**src/rtl/osd_ldr_pkg.sv**
```systemverilog
package osd_ldr_pkg;
   typedef enum logic [1:0] {
      PS_ROW    = 2'd0,
      PS_COL    = 2'd1,
      PS_INFO   = 2'd2,
      PS_STREAM = 2'd3
   } parse_state_t;
endpackage

```
**src/rtl/osd_bit_sync.sv**
```systemverilog
module osd_bit_sync #(
   parameter int   STAGES  = 2,
   parameter logic RST_VAL = 1'b0
) (
   input  logic clk,
   input  logic rst_n,
   input  logic din,
   output logic dout
);
   generate
      if (STAGES == 0) begin : g_bypass
         assign dout = din;
      end else if (STAGES == 1) begin : g_one
         logic q;
         always_ff @(posedge clk or negedge rst_n) begin
            if (!rst_n) q <= RST_VAL;
            else        q <= din;
         end
         assign dout = q;
      end else begin : g_chain
         logic [STAGES-1:0] q;
         always_ff @(posedge clk or negedge rst_n) begin
            if (!rst_n) q <= {STAGES{RST_VAL}};
            else        q <= {q[STAGES-2:0], din};
         end
         assign dout = q[STAGES-1];
      end
   endgenerate
endmodule

```
**src/rtl/osd_spi_deser.sv**
```systemverilog
module osd_spi_deser #(
   parameter int DATA_W      = 8,
   parameter int SYNC_STAGES = 2
) (
   input  logic              clk,
   input  logic              rst_n,
   input  logic              cs_n,
   input  logic              sck,
   input  logic              mosi,
   output logic              sel_n,
   output logic              byte_valid,
   output logic [DATA_W-1:0] byte_data
);
   localparam int CNT_W = $clog2(DATA_W + 1);
   localparam logic [CNT_W-1:0] LAST_BIT = CNT_W'(DATA_W - 1);

   logic sck_s, mosi_s, sck_prev, sck_rise;
   logic [CNT_W-1:0]  bit_cnt;
   logic [DATA_W-2:0] shreg;

   osd_bit_sync #(.STAGES(SYNC_STAGES), .RST_VAL(1'b1)) u_sync_cs
      (.clk(clk), .rst_n(rst_n), .din(cs_n), .dout(sel_n));
   osd_bit_sync #(.STAGES(SYNC_STAGES), .RST_VAL(1'b0)) u_sync_sck
      (.clk(clk), .rst_n(rst_n), .din(sck), .dout(sck_s));
   osd_bit_sync #(.STAGES(SYNC_STAGES), .RST_VAL(1'b0)) u_sync_mosi
      (.clk(clk), .rst_n(rst_n), .din(mosi), .dout(mosi_s));

   assign sck_rise = sck_s & ~sck_prev;

   always_ff @(posedge clk or negedge rst_n) begin
      if (!rst_n) begin
         sck_prev   <= 1'b0;
         bit_cnt    <= '0;
         shreg      <= '0;
         byte_valid <= 1'b0;
         byte_data  <= '0;
      end else begin
         sck_prev   <= sck_s;
         byte_valid <= 1'b0;
         if (sel_n) begin
            bit_cnt <= '0;
            shreg   <= '0;
         end else if (sck_rise) begin
            shreg <= {shreg[DATA_W-3:0], mosi_s};
            if (bit_cnt == LAST_BIT) begin
               bit_cnt    <= '0;
               byte_valid <= 1'b1;
               byte_data  <= {shreg, mosi_s};
            end else begin
               bit_cnt <= bit_cnt + 1'b1;
            end
         end
      end
   end
endmodule

```
**src/rtl/osd_pkt_parser.sv**
```systemverilog
module osd_pkt_parser
   import osd_ldr_pkg::*;
#(
   parameter int DATA_W = 8,
   parameter int ROW_W  = 4,
   parameter int COL_W  = 5
) (
   input  logic              clk,
   input  logic              rst_n,
   input  logic              sel_n,
   input  logic              byte_valid,
   input  logic [DATA_W-1:0] byte_data,
   output parse_state_t      state,
   output logic              wr_req,
   output logic [ROW_W-1:0]  wr_row,
   output logic [COL_W-1:0]  wr_col,
   output logic [DATA_W-1:0] wr_data
);
   localparam int ROW_FLAG   = DATA_W - 1;
   localparam int STREAM_BIT = DATA_W - 2;

   logic [ROW_W-1:0] row_q;
   logic [COL_W-1:0] col_q;

   assign wr_req  = byte_valid && !sel_n && (state == PS_INFO || state == PS_STREAM);
   assign wr_row  = row_q;
   assign wr_col  = col_q;
   assign wr_data = byte_data;

   always_ff @(posedge clk or negedge rst_n) begin
      if (!rst_n) begin
         state <= PS_ROW;
         row_q <= '0;
         col_q <= '0;
      end else if (sel_n) begin
         state <= PS_ROW;
      end else if (byte_valid) begin
         case (state)
            PS_ROW: begin
               if (byte_data[ROW_FLAG]) begin
                  row_q <= byte_data[ROW_W-1:0];
                  state <= PS_COL;
               end
            end
            PS_COL: begin
               if (byte_data[ROW_FLAG]) begin
                  row_q <= byte_data[ROW_W-1:0];
               end else begin
                  col_q <= byte_data[COL_W-1:0];
                  state <= byte_data[STREAM_BIT] ? PS_STREAM : PS_INFO;
               end
            end
            PS_INFO: state <= PS_COL;
            PS_STREAM: begin
               col_q <= col_q + 1'b1;
               if (&col_q) row_q <= row_q + 1'b1;
            end
            default: state <= PS_ROW;
         endcase
      end
   end
endmodule

```
**src/rtl/osd_ram_wport.sv**
```systemverilog
module osd_ram_wport #(
   parameter int DATA_W        = 8,
   parameter int ROW_W         = 4,
   parameter int COL_W         = 5,
   parameter int NUM_ROWS      = 11,
   parameter int CHAR_COLS     = 24,
   parameter int CTRL_COL_LO   = 30,
   parameter int CTRL_ROW_COLS = 13
) (
   input  logic                   clk,
   input  logic                   rst_n,
   input  logic                   wr_req,
   input  logic [ROW_W-1:0]       wr_row,
   input  logic [COL_W-1:0]       wr_col,
   input  logic [DATA_W-1:0]      wr_data,
   output logic                   ram_we,
   output logic [ROW_W+COL_W-1:0] ram_addr,
   output logic [DATA_W-1:0]      ram_wdata
);
   localparam int LAST_ROW = NUM_ROWS - 1;

   logic present;

   always_comb begin
      if (int'(wr_row) < LAST_ROW)
         present = (int'(wr_col) < CHAR_COLS) || (int'(wr_col) >= CTRL_COL_LO);
      else if (int'(wr_row) == LAST_ROW)
         present = int'(wr_col) < CTRL_ROW_COLS;
      else
         present = 1'b0;
   end

   always_ff @(posedge clk or negedge rst_n) begin
      if (!rst_n) begin
         ram_we    <= 1'b0;
         ram_addr  <= '0;
         ram_wdata <= '0;
      end else begin
         ram_we <= wr_req && present;
         if (wr_req && present) begin
            ram_addr  <= {wr_row, wr_col};
            ram_wdata <= wr_data;
         end
      end
   end
endmodule

```
**src/rtl/osd_spi_loader.sv**
```systemverilog
module osd_spi_loader
   import osd_ldr_pkg::*;
#(
   parameter int DATA_W        = 8,
   parameter int ROW_W         = 4,
   parameter int COL_W         = 5,
   parameter int NUM_ROWS      = 11,
   parameter int CHAR_COLS     = 24,
   parameter int CTRL_COL_LO   = 30,
   parameter int CTRL_ROW_COLS = 13,
   parameter int SYNC_STAGES   = 2
) (
   input  logic                   clk,
   input  logic                   rst_n,
   input  logic                   spi_cs_n,
   input  logic                   spi_sck,
   input  logic                   spi_mosi,
   output logic                   ram_we,
   output logic [ROW_W+COL_W-1:0] ram_addr,
   output logic [DATA_W-1:0]      ram_wdata
);
   localparam int NUM_COLS = 1 << COL_W;

   generate
      if (COL_W + 2 > DATA_W) begin : g_bad_col
         $error("column field and two flag bits must fit in a byte");
      end
      if (ROW_W + 1 > DATA_W) begin : g_bad_row
         $error("row field and row flag must fit in a byte");
      end
      if (NUM_ROWS > (1 << ROW_W) || NUM_ROWS < 2) begin : g_bad_rows
         $error("NUM_ROWS out of range for ROW_W");
      end
      if (CHAR_COLS > CTRL_COL_LO || CTRL_COL_LO > NUM_COLS) begin : g_bad_cols
         $error("column regions inconsistent");
      end
      if (CTRL_ROW_COLS > NUM_COLS) begin : g_bad_ctrl
         $error("control row wider than a row");
      end
   endgenerate

   logic              sel_n_s;
   logic              byte_vld;
   logic [DATA_W-1:0] byte_dat;
   parse_state_t      parse_state;
   logic              wr_req;
   logic [ROW_W-1:0]  wr_row;
   logic [COL_W-1:0]  wr_col;
   logic [DATA_W-1:0] wr_data;

   osd_spi_deser #(.DATA_W(DATA_W), .SYNC_STAGES(SYNC_STAGES)) u_deser (
      .clk(clk), .rst_n(rst_n), .cs_n(spi_cs_n), .sck(spi_sck), .mosi(spi_mosi),
      .sel_n(sel_n_s), .byte_valid(byte_vld), .byte_data(byte_dat));

   osd_pkt_parser #(.DATA_W(DATA_W), .ROW_W(ROW_W), .COL_W(COL_W)) u_parse (
      .clk(clk), .rst_n(rst_n), .sel_n(sel_n_s), .byte_valid(byte_vld),
      .byte_data(byte_dat), .state(parse_state), .wr_req(wr_req),
      .wr_row(wr_row), .wr_col(wr_col), .wr_data(wr_data));

   osd_ram_wport #(
      .DATA_W(DATA_W), .ROW_W(ROW_W), .COL_W(COL_W), .NUM_ROWS(NUM_ROWS),
      .CHAR_COLS(CHAR_COLS), .CTRL_COL_LO(CTRL_COL_LO), .CTRL_ROW_COLS(CTRL_ROW_COLS)
   ) u_wport (
      .clk(clk), .rst_n(rst_n), .wr_req(wr_req), .wr_row(wr_row), .wr_col(wr_col),
      .wr_data(wr_data), .ram_we(ram_we), .ram_addr(ram_addr), .ram_wdata(ram_wdata));
endmodule

```
**config.mk**
```make
export PLATFORM = sky130hd
export DESIGN_NAME = osd_spi_loader
export DESIGN_NICKNAME = d
export VERILOG_FILES = /design/src/rtl/osd_ldr_pkg.sv /design/src/rtl/osd_bit_sync.sv /design/src/rtl/osd_spi_deser.sv /design/src/rtl/osd_pkt_parser.sv /design/src/rtl/osd_ram_wport.sv /design/src/rtl/osd_spi_loader.sv
export SDC_FILE = /design/constraint.sdc
export NUM_CORES = 1
export LEC_CHECK = 0
export BUFFER_PORTS_ARGS = -buffer_cell sky130_fd_sc_hd__buf_2
export CAP_MARGIN = 0
export CORE_UTILIZATION = 55
export CTS_CLUSTER_DIAMETER = 50
export DETAILED_ROUTE_END_ITERATION = 10
export HOLD_SLACK_MARGIN = 0.06
export PLACE_DENSITY = 0.75
export SLEW_MARGIN = 20
export SYNTH_ARGS = -nofsm -noshare
export SYNTH_HDL_FRONTEND = slang
export SYNTH_SLANG_ARGS = --single-unit
```
**constraint.sdc**
```tcl
create_clock -name clk -period 5.3 [get_ports clk]
set_input_delay 1.06 -clock clk [delete_from_list [all_inputs] [get_ports clk]]
set_output_delay 1.06 -clock clk [all_outputs]
set_load 0.01 [all_outputs]
```
==> results of run 1 <==
stage by stage:
step / power (W) / hold WS (ns) / cells / setup slack [ns] / utilization
after floorplan: 0.000447 / 0.331 / 208 / 3.39 / -
after global placement: 0.000459 / 0.333 / 273 / 2.64 / 0.602
after detailed placement: 0.000459 / 0.337 / 273 / 2.52 / 0.602
after CTS: 0.000704 / 0.360 / 281 / 2.49 / 0.625
after global routing: 0.000723 / 0.367 / 282 / 2.63 / 0.628
final: 0.000691 / 0.357 / 282 / 2.81 / 0.628
power by group through the flow:
stage | Combinational, W | Sequential [W] | Clock (W)
floorplan | 0.00000535 | 0.000442 | 0
global placement | 0.0000150 | 0.000444 | 0
detailed placement | 0.0000152 | 0.000444 | 0
CTS | 0.0000152 | 0.000436 | 0.000254
global route | 0.0000176 | 0.000437 | 0.000269
finish | 0.0000146 | 0.000436 | 0.000241
final cells by class:
| class | count | area share |
|---|---|---|
| Clock buffer | 6 | 0.0302 |
| Multi-Input combinational cell | 136 | 0.371 |
| Clock inverter | 2 | 0.00549 |
| Timing Repair Buffer | 24 | 0.0485 |
| Sequential cell | 56 | 0.513 |
| Tap cell | 52 | 0.0238 |
| Inverter | 6 | 0.00823 |
worst paths after layout:
path	start	end	slack (ns)	cells past startpoint
setup / recovery	u_parse.state[1]	u_wport.ram_addr[8]	2.81	5
hold / removal	u_deser.u_sync_sck.g_chain.q[0]	u_deser.u_sync_sck.g_chain.q[1]	0.36	0
min in group asynchronous	rst_n	u_wport.ram_addr[3]	0.87	2
max in group asynchronous	rst_n	u_deser.bit_cnt[1]	3.97	2
hold reg to reg	u_deser.u_sync_sck.g_chain.q[0]	u_deser.u_sync_sck.g_chain.q[1]	0.36	0
setup reg to reg	u_parse.state[1]	u_wport.ram_addr[8]	2.81	5
registers in the layout, indices dropped and copies added (netlist names):
register,flops
u_parse.wr_col,5
u_deser.u_sync_cs.g_chain.q,2
u_deser.u_sync_mosi.g_chain.q,2
u_deser.bit_cnt,4
u_deser.shreg,7
u_deser.byte_data,8
u_parse.wr_row,4
u_deser.sck_prev,1
u_wport.ram_wdata,8
u_deser.byte_valid,1
u_deser.u_sync_sck.g_chain.q,2
u_wport.ram_we,1
u_wport.ram_addr,9
u_parse.state,2
cell families (layout without fill, tap and decap cells):
logic type | Yosys count | count (layout) | share of synthesized area
adders and majority gates | 10 | 10 | 0.0501
and+or+nand+nor | 56 | 56 | 0.104
DFF | 56 | 56 | 0.562
muxes | 26 | 26 | 0.130
AOI/OAI and AO/OA | 43 | 43 | 0.118
xor gates and xnor gates | 1 | 1 | 0.00351
buffers and inverters | 16 | 38 | 0.0316
placed cells by master, fill, tap and decap left out, drive strengths merged, types with 3 or more instances in the layout:
cell type and n:
dfrtp 54, nand2 31, buf 24, mux2 24
a21oi 12, ha 10, o21ai 9, inv 6
nor2 6, clkbuf 6, a211oi 5, a22oi 4
nand2b 3, nor2b 3, nand4 3, a21o 3
critical path, stage by stage, from the launching register on:
cell	delay (ns)
dfrtp_1	0.42
ha_1	0.54
o211ai_1	0.31
a211oi_4	0.55
buf_8	0.23
mux2_2	0.34
routing by layer:
metal	vias to the layer above	share of wire
met5	-	0
li1	768	-
met3	4	0.022
met2	21	0.47
met1	757	0.50
met4	0	0.0075
==> impl_results.md, run 1 <==
- Distinct cell type count of the synthesized netlist: 39
- Leakage power: 1.38 nW
- Largest net degree at the start of global routing: 57
- GPL Wtd Cong: 0.797
- Largest cells by area after synthesis: dfrtp_1 54%, mux2_2 6.8%, mux2_4 5.4%, ha_1 5.0%, nand2_1 4.7%
- Worst-Skew Late Latency: 0.31 ns
- Clock share of power: 0.349
- Synth warnings: 0
- Sequential share of power: 0.630
- DRT iter0 DRCs: 84
- Area grow syn2layout: 9.57%
- Post-synth top area cell: dfrtp_1
- TritonCTS buffer count: 5
- Setup Viol. Count Final: 0
- # DRC: 0
- Met1 usage: 0.283
- Die Height: 69.4 microns
- Max-Cap Viols: 0
- H-tree depth: 2
- WP data arrival: 2.69 ns
- VDD IR max: 0.188 mV
- Fin crit period: 2.49 ns
- Placed instance area: 0.00262 sq mm
- Worst Tran Pin Value: 0.762 ns
- Worst slew margin: 0.490
- Syn_area_per_cell: 12.0 sq um
- Worst-path clk slew: 0.10 ns
- N_diodes: 0
- Fraction of layout cells with a size suffix above 1: 0.283
- Pwr/cell area: 253 mW/mm^2
- RSZ-0062 raised after global routing: no
- Finished Cell Area: 0.00274 sq mm
- First-pass GRT wire length: 7530 microns
- # rows: 24
- CTS tree: yes
- Via count: 1550
- Post-synth top area share: 0.541
- Internal: 0.000541 W
- Worst Skew: 0.00468 ns
- HPWL after DPL: 2800 microns
- Critical Path Fanout Max: 18
- Number of global-route vias before repair: 1585
- Comb pwr share: 0.021
- Clk root buf: clkbuf_8
- Synth async-reset ratio: 1.00
- Gr usage total: 0.197
- M3 GR Usage: 0.0436
- Period Utilization, post-route: 0.470
- CP Capture Type: flop
- Number of enable flip-flop cells after synthesis: 0
- Multi-input gate area: 0.00101 sq mm
- Total routed wirelength: 4150 microns
- TNS Setup: 0 ns
- Synthesized Nets: 223
- Switching share of power: 0.218
- Fmax: 401 MHz
- Sw power: 0.000150 W
- Sequential area share after synthesis: 0.562
- Fin nets: 244
- DR WL/cell: 14.7 microns
- Core area: 0.00435 sq mm
- Busiest grt layer: met2
- Global route total overflow: 0
- Slew Viols, Final: 0
- Post-Synthesis Cell Area: 0.00250 sq mm
- Fill count: 353
- Number of port buffers: 22
- CTS Buffer Depth: 2
- Drt pass-1 iters: 4
- Syn Inst Count: 208
- Initial antenna violation count: 0
- Required @ worst endpoint: 5.50 ns
- Top_reg_cell synth: dfrtp_1
- Top-count cell post-synth: dfrtp_1
- Seq cells post-synth: 56
- Initial Utilization: 0.573
- Die Wd: 69.4 microns
- Final antenna-violating net count: 0
- Outcome: finished, final reports clean
- Postcts setup bufs: 0
- Post-synth top cells: 54 x dfrtp_1, 31 x nand2_1, 15 x mux2_2
- GR Util met2: 0.304
- Via density: 5.50
- Resized cells post-CTS: 0
- Worst hold path type: reg2reg
- Crit Path Class: reg2reg
- Full die area: 0.00481 sq mm
- Hold buffer count at CTS: 0
- CP startpoint kind: flop
- Register area: 0.00140 sq mm
- Fin. Hold Viols: 0
- # IOs: 23
- CTS Sinks: 56
Power figures use the tool's default switching activity.
==> run 2: changes to the inputs <==
CORE_UTILIZATION = 52   (was 55)
PLACE_DENSITY = 0.74   (was 0.75)
clock period = 2.1 ns   (was 5.3 ns; I/O delays follow)
==> impl_results.md, run 2 (synthesized netlist as in run 1, its figures left out) <==
- CP max stage cell: dfrtp_1
- Worst-path clk slew: 0.10 ns
- Internal: 0.00134 W
- CTS Buffer Depth: 2
- Area grow syn2layout: 12.4%
- Setup WS pre-CTS: 0.161 ns
- Number of global-route vias before repair: 1625
- Fmax: 517 MHz
- Worst Tran Pin Value: 0.426 ns
- VDD IR max: 0.419 mV
- Comb pwr share: 0.028
- Core area: 0.00447 sq mm
- # rows: 24
- Worst slew margin: 0.715
- Number of port buffers: 22
- Fin crit period: 1.93 ns
- CP Depth: 6
- Setup Viol. Count Final: 0
- Required @ worst endpoint: 2.30 ns
- CTS tree: yes
- Outcome: finished, violations left
- Hold buffer count at CTS: 0
- Via density: 5.72
- Setup WS post-layout: 0.165 ns
- Worst hold path type: in2async
- DR WL/cell: 14.9 microns
- FF-to-FF setup slack: 0.17 ns
- Via count: 1654
- First-pass GRT wire length: 7660 microns
- Critical Path Fanout Max: 16
- Gr usage total: 0.200
- TNS Setup: 0 ns
- Crit Path Class: reg2reg
- Period Utilization, post-route: 0.921
- Fin nets: 251
- Crit path buf inv count: 2
- Leakage power: 1.42 nW
- Sw power: 0.000394 W
- Worst-Skew Late Latency: 0.31 ns
- TritonCTS buffer count: 5
- # DRC: 2
- Biggest regs: u_wport.ram_addr x9, u_deser.byte_data x8, u_wport.ram_wdata x8
- Failing checks: design-rule violations
- Max reg flops: 9
- Initial Utilization: 0.558
- Worst Skew: 0.0118 ns
- CP max stage delay: 0.41 ns
- Worst-path cell chain: inv_1 > ha_1 > o211ai_1 > a211oi_4 > buf_12 > mux2_2
- Slew Viols, Final: 0
- Reg2reg path depth: 6
- Clk root buf: clkbuf_8
- Die Wd: 71.3 microns
- GPL Wtd Cong: 0.805
- Clock share of power: 0.341
- # IOs: 23
- Full die area: 0.00508 sq mm
- N_diodes: 0
- Fin. Hold Viols: 0
- Most frequent cells in the layout: 52 x dfrtp_1, 31 x nand2_1, 22 x buf_2, 15 x mux2_2, 12 x a21oi_1
- RSZ-0062 raised after global routing: no
- Crit-path leading delay family: compound AO/OA/AOI/OAI gates
- WP data arrival: 2.13 ns
- Worst hold slack: 0.0787 ns
- Largest reg by FF count: u_wport.ram_addr
- Sequential share of power: 0.631
- Total power: 0.00173 W
- Final antenna-violating net count: 0
- Initial antenna violation count: 0
- CP startpoint kind: flop
- Total routed wirelength: 4300 microns
- HPWL after DPL: 2920 microns
- H-tree depth: 2
- Largest net degree at the start of global routing: 57
- DRT iter0 DRCs: 130
- CP Capture Type: flop
- Max-Cap Viols: 0
- Final core occ: 0.627
- Pwr/cell area: 618 mW/mm^2
- Switching share of power: 0.227
- Drt pass-1 iters: 7
- Die Height: 71.3 microns
- Global route total overflow: 0
- CTS Sinks: 56
- Fraction of layout cells with a size suffix above 1: 0.316
- Most common cell after layout, fill and taps aside: dfrtp_1
run 2: cell count changes in the layout (fill, tap and decap cells not counted), sizes merged:
cell and change:
buf +7, clkbuf -1, clkinv +1, clkinvlp -1, inv +1
run 2: layer usage:
| metal | track usage | wire (microns) | up-vias |
|---|---|---|---|
| li1 | - | - | 785 |
| met1 | 0.286 | 2040 | 827 |
| met2 | 0.290 | 1980 | 34 |
| met3 | 0.0492 | 170 | 8 |
| met4 | 0.0978 | 101 | 0 |
| met5 | 0 | 0 | - |
run 2: repair_timing:
item / 4_1_cts / 5_1_grt
gates resized for setup: 0 / 3
buffers inserted: 0 / 0
endpoints found under the setup margin: 0 / 3
endpoints found under the hold margin: 0 / 0
run 2: final timing paths:
| check | start | to |
|---|---|---|
| setup / recovery | u_parse.state[0] | u_wport.ram_wdata[7] |
| hold / removal | rst_n | u_wport.ram_addr[5] |
| setup reg to reg | u_parse.state[0] | u_wport.ram_wdata[7] |
| hold reg to reg | u_deser.u_sync_sck.g_chain.q[0] | u_deser.u_sync_sck.g_chain.q[1] |
| max in group asynchronous | rst_n | u_deser.u_sync_cs.g_chain.q[0] |
| min in group clk | spi_cs_n | u_deser.u_sync_cs.g_chain.q[0] |
run 2: final cells by class:
class | instances | area [sq um]
clock inverter | 3 | 21.3
fill | 362 | 1670
clock buffer | 5 | 68.8
timing repair buffer | 31 | 203
inverter | 6 | 22.5
tap | 52 | 65.1
multi-input combinational | 136 | 1020
sequential | 56 | 1410
run 2: stage by stage:
step                area [sq um]  std cells
floorplan                   2500        208
CTS                         2800        289
global route                2810        289
detailed placement          2710        281
finish                      2810        289
global placement            2710        281
run 2: power groups by stage:
stage	sequential (W)	combinational, W	clock [W]
finish	0.00109	0.0000484	0.000592
global route	0.00110	0.0000568	0.000657
CTS	0.00110	0.0000503	0.000608
detailed placement	0.00112	0.0000503	0
global placement	0.00112	0.0000497	0
floorplan	0.00112	0.0000135	0
==> run 3: changes to the inputs <==
PLACE_DENSITY = not set   (was 0.74)
PLACE_DENSITY_LB_ADDON = 0.08   (was not set)
==> impl_results.md, run 3 (synthesized netlist as in run 1, its figures left out) <==
- Outcome: finished, violations left
- Failing checks: design-rule violations
- H-tree depth: 2
- Worst-Skew Late Latency: 0.30 ns
- Most frequent cells in the layout: 52 x dfrtp_1, 31 x nand2_1, 22 x buf_2, 15 x mux2_2, 12 x a21oi_1
- TNS Setup: 0 ns
- Drt pass-1 iters: 7
- Number of port buffers: 22
- # IOs: 23
- Critical Path Fanout Max: 8
- Placed instance area: 0.00269 sq mm
- Worst slew margin: 0.476
- Final antenna-violating net count: 0
- Hold buffer count at CTS: 0
- Worst hold path type: in2async
- Cells after DPL: 278
- Clk root buf: clkbuf_8
- Resized cells post-CTS: 0
- RSZ-0062 raised after global routing: no
- Max-Cap Viols: 0
- Largest reg by FF count: u_wport.ram_addr
- Setup Viol. Count Final: 0
- CTS Sinks: 56
- TritonCTS buffer count: 5
- GPL Wtd Cong: 0.814
- Most common cell after layout, fill and taps aside: dfrtp_1
- Leakage power: 1.41 nW
- Largest net degree at the start of global routing: 35
- DRT iter0 DRCs: 100
- Crit path buf inv count: 1
- Gr usage total: 0.202
- Max reg flops: 9
- Fraction of layout cells with a size suffix above 1: 0.303
- Via density: 5.67
- Global route total overflow: 0
- Fin. Hold Viols: 0
- CP max stage cell: dfrtp_1
- DR WL/cell: 15.9 microns
- Postcts setup bufs: 0
- Core area: 0.00447 sq mm
- Total power: 0.00173 W
- Reg2reg path depth: 5
- CTS tree: yes
- Worst setup startpoint: u_parse.state[1]
- CP startpoint kind: flop
- Required @ worst endpoint: 2.29 ns
- Full die area: 0.00508 sq mm
- N_diodes: 0
- Setup crit end: u_wport.ram_wdata[7]
- FF-to-FF setup slack: 0.13 ns
- Fin crit period: 1.97 ns
- VDD IR max: 0.464 mV
- CTS Buffer Depth: 2
- Number of global-route vias before repair: 1685
- Total routed wirelength: 4560 microns
- HPWL after DPL: 3260 microns
- Fin nets: 248
- Area grow syn2layout: 11.4%
- First-pass GRT wire length: 7890 microns
- Fin cells: 286
- CP max stage delay: 0.44 ns
- WP data arrival: 2.16 ns
- Pwr/cell area: 623 mW/mm^2
- Worst Tran Pin Value: 0.783 ns
- Worst Skew: 0.00810 ns
- Crit Path Class: reg2reg
- CP Capture Type: flop
- Initial antenna violation count: 0
- CP Depth: 5
- Initial Utilization: 0.558
- Worst r2r src: u_parse.state[1]
- # DRC: 2
- Worst-path clk slew: 0.10 ns
- Worst-path cell chain: ha_1 > o211ai_1 > a211oi_4 > buf_4 > mux2_2
- Die Wd: 71.3 microns
- Die Height: 71.3 microns
- Slew Viols, Final: 0
- Fmax: 508 MHz
- Finished Cell Area: 0.00278 sq mm
- RR Endpoint: u_wport.ram_wdata[7]
- Via count: 1621
- # rows: 24
- Crit-path leading delay family: compound AO/OA/AOI/OAI gates
- Biggest regs: u_wport.ram_addr x9, u_deser.byte_data x8, u_wport.ram_wdata x8
- Period Utilization, post-route: 0.937
-- run 3: per-stage QoR --
stage | hold slack [ns] | utilization | setup slack [ns]
after CTS | 0.0956 | 0.621 | 0.120
final | 0.0814 | 0.621 | 0.133
after floorplan | 0.124 | - | 0.189
after detailed placement | 0.336 | 0.600 | 0.141
after global placement | 0.332 | 0.600 | 0.204
after global routing | 0.120 | 0.621 | 0.0242
-- run 3: area by class of cell --
class                      count  area, sq um
clock buffer                   6         82.6
clock inverter                 2         10.0
fill                         359         1690
inverter                       6         22.5
multi-input combinational    136         1010
sequential                    56         1410
tap                           52         65.1
timing repair buffer          28          180
-- run 3: power breakdown --
group	total, W	switching (W)	internal [W]	leakage, nW
clock network	0.000589	0.000326	0.000264	0.0510
logic	0.0000434	0.0000306	0.0000129	0.599
registers	0.00110	0.0000102	0.00109	0.760
total	0.00173	0.000366	0.00137	1.41
-- run 3: worst min-delay path by stage --
| stage | startpoint | end | slack (ns) | cells after the start |
|---|---|---|---|---|
| 2_1_floorplan | rst_n | u_deser.bit_cnt[0] | 0.12 | 0 |
| 3_3_place_gp | u_deser.u_sync_sck.g_chain.q[0] | u_deser.u_sync_sck.g_chain.q[1] | 0.33 | 0 |
| 3_5_place_dp | u_deser.u_sync_mosi.g_chain.q[0] | u_deser.u_sync_mosi.g_chain.q[1] | 0.34 | 0 |
| 4_1_cts | rst_n | u_parse.wr_row[0] | 0.1 | 1 |
| 5_1_grt | rst_n | u_wport.ram_addr[5] | 0.12 | 1 |
| 6_report | rst_n | u_parse.wr_row[0] | 0.08 | 1 |
-- run 3: per-layer routing --
metal	global-route usage	up-vias	share of wire
met5	0	-	0
met4	0.0778	0	0.018
met3	0.0295	9	0.023
met2	0.333	31	0.50
met1	0.272	804	0.46
li1	-	777	-
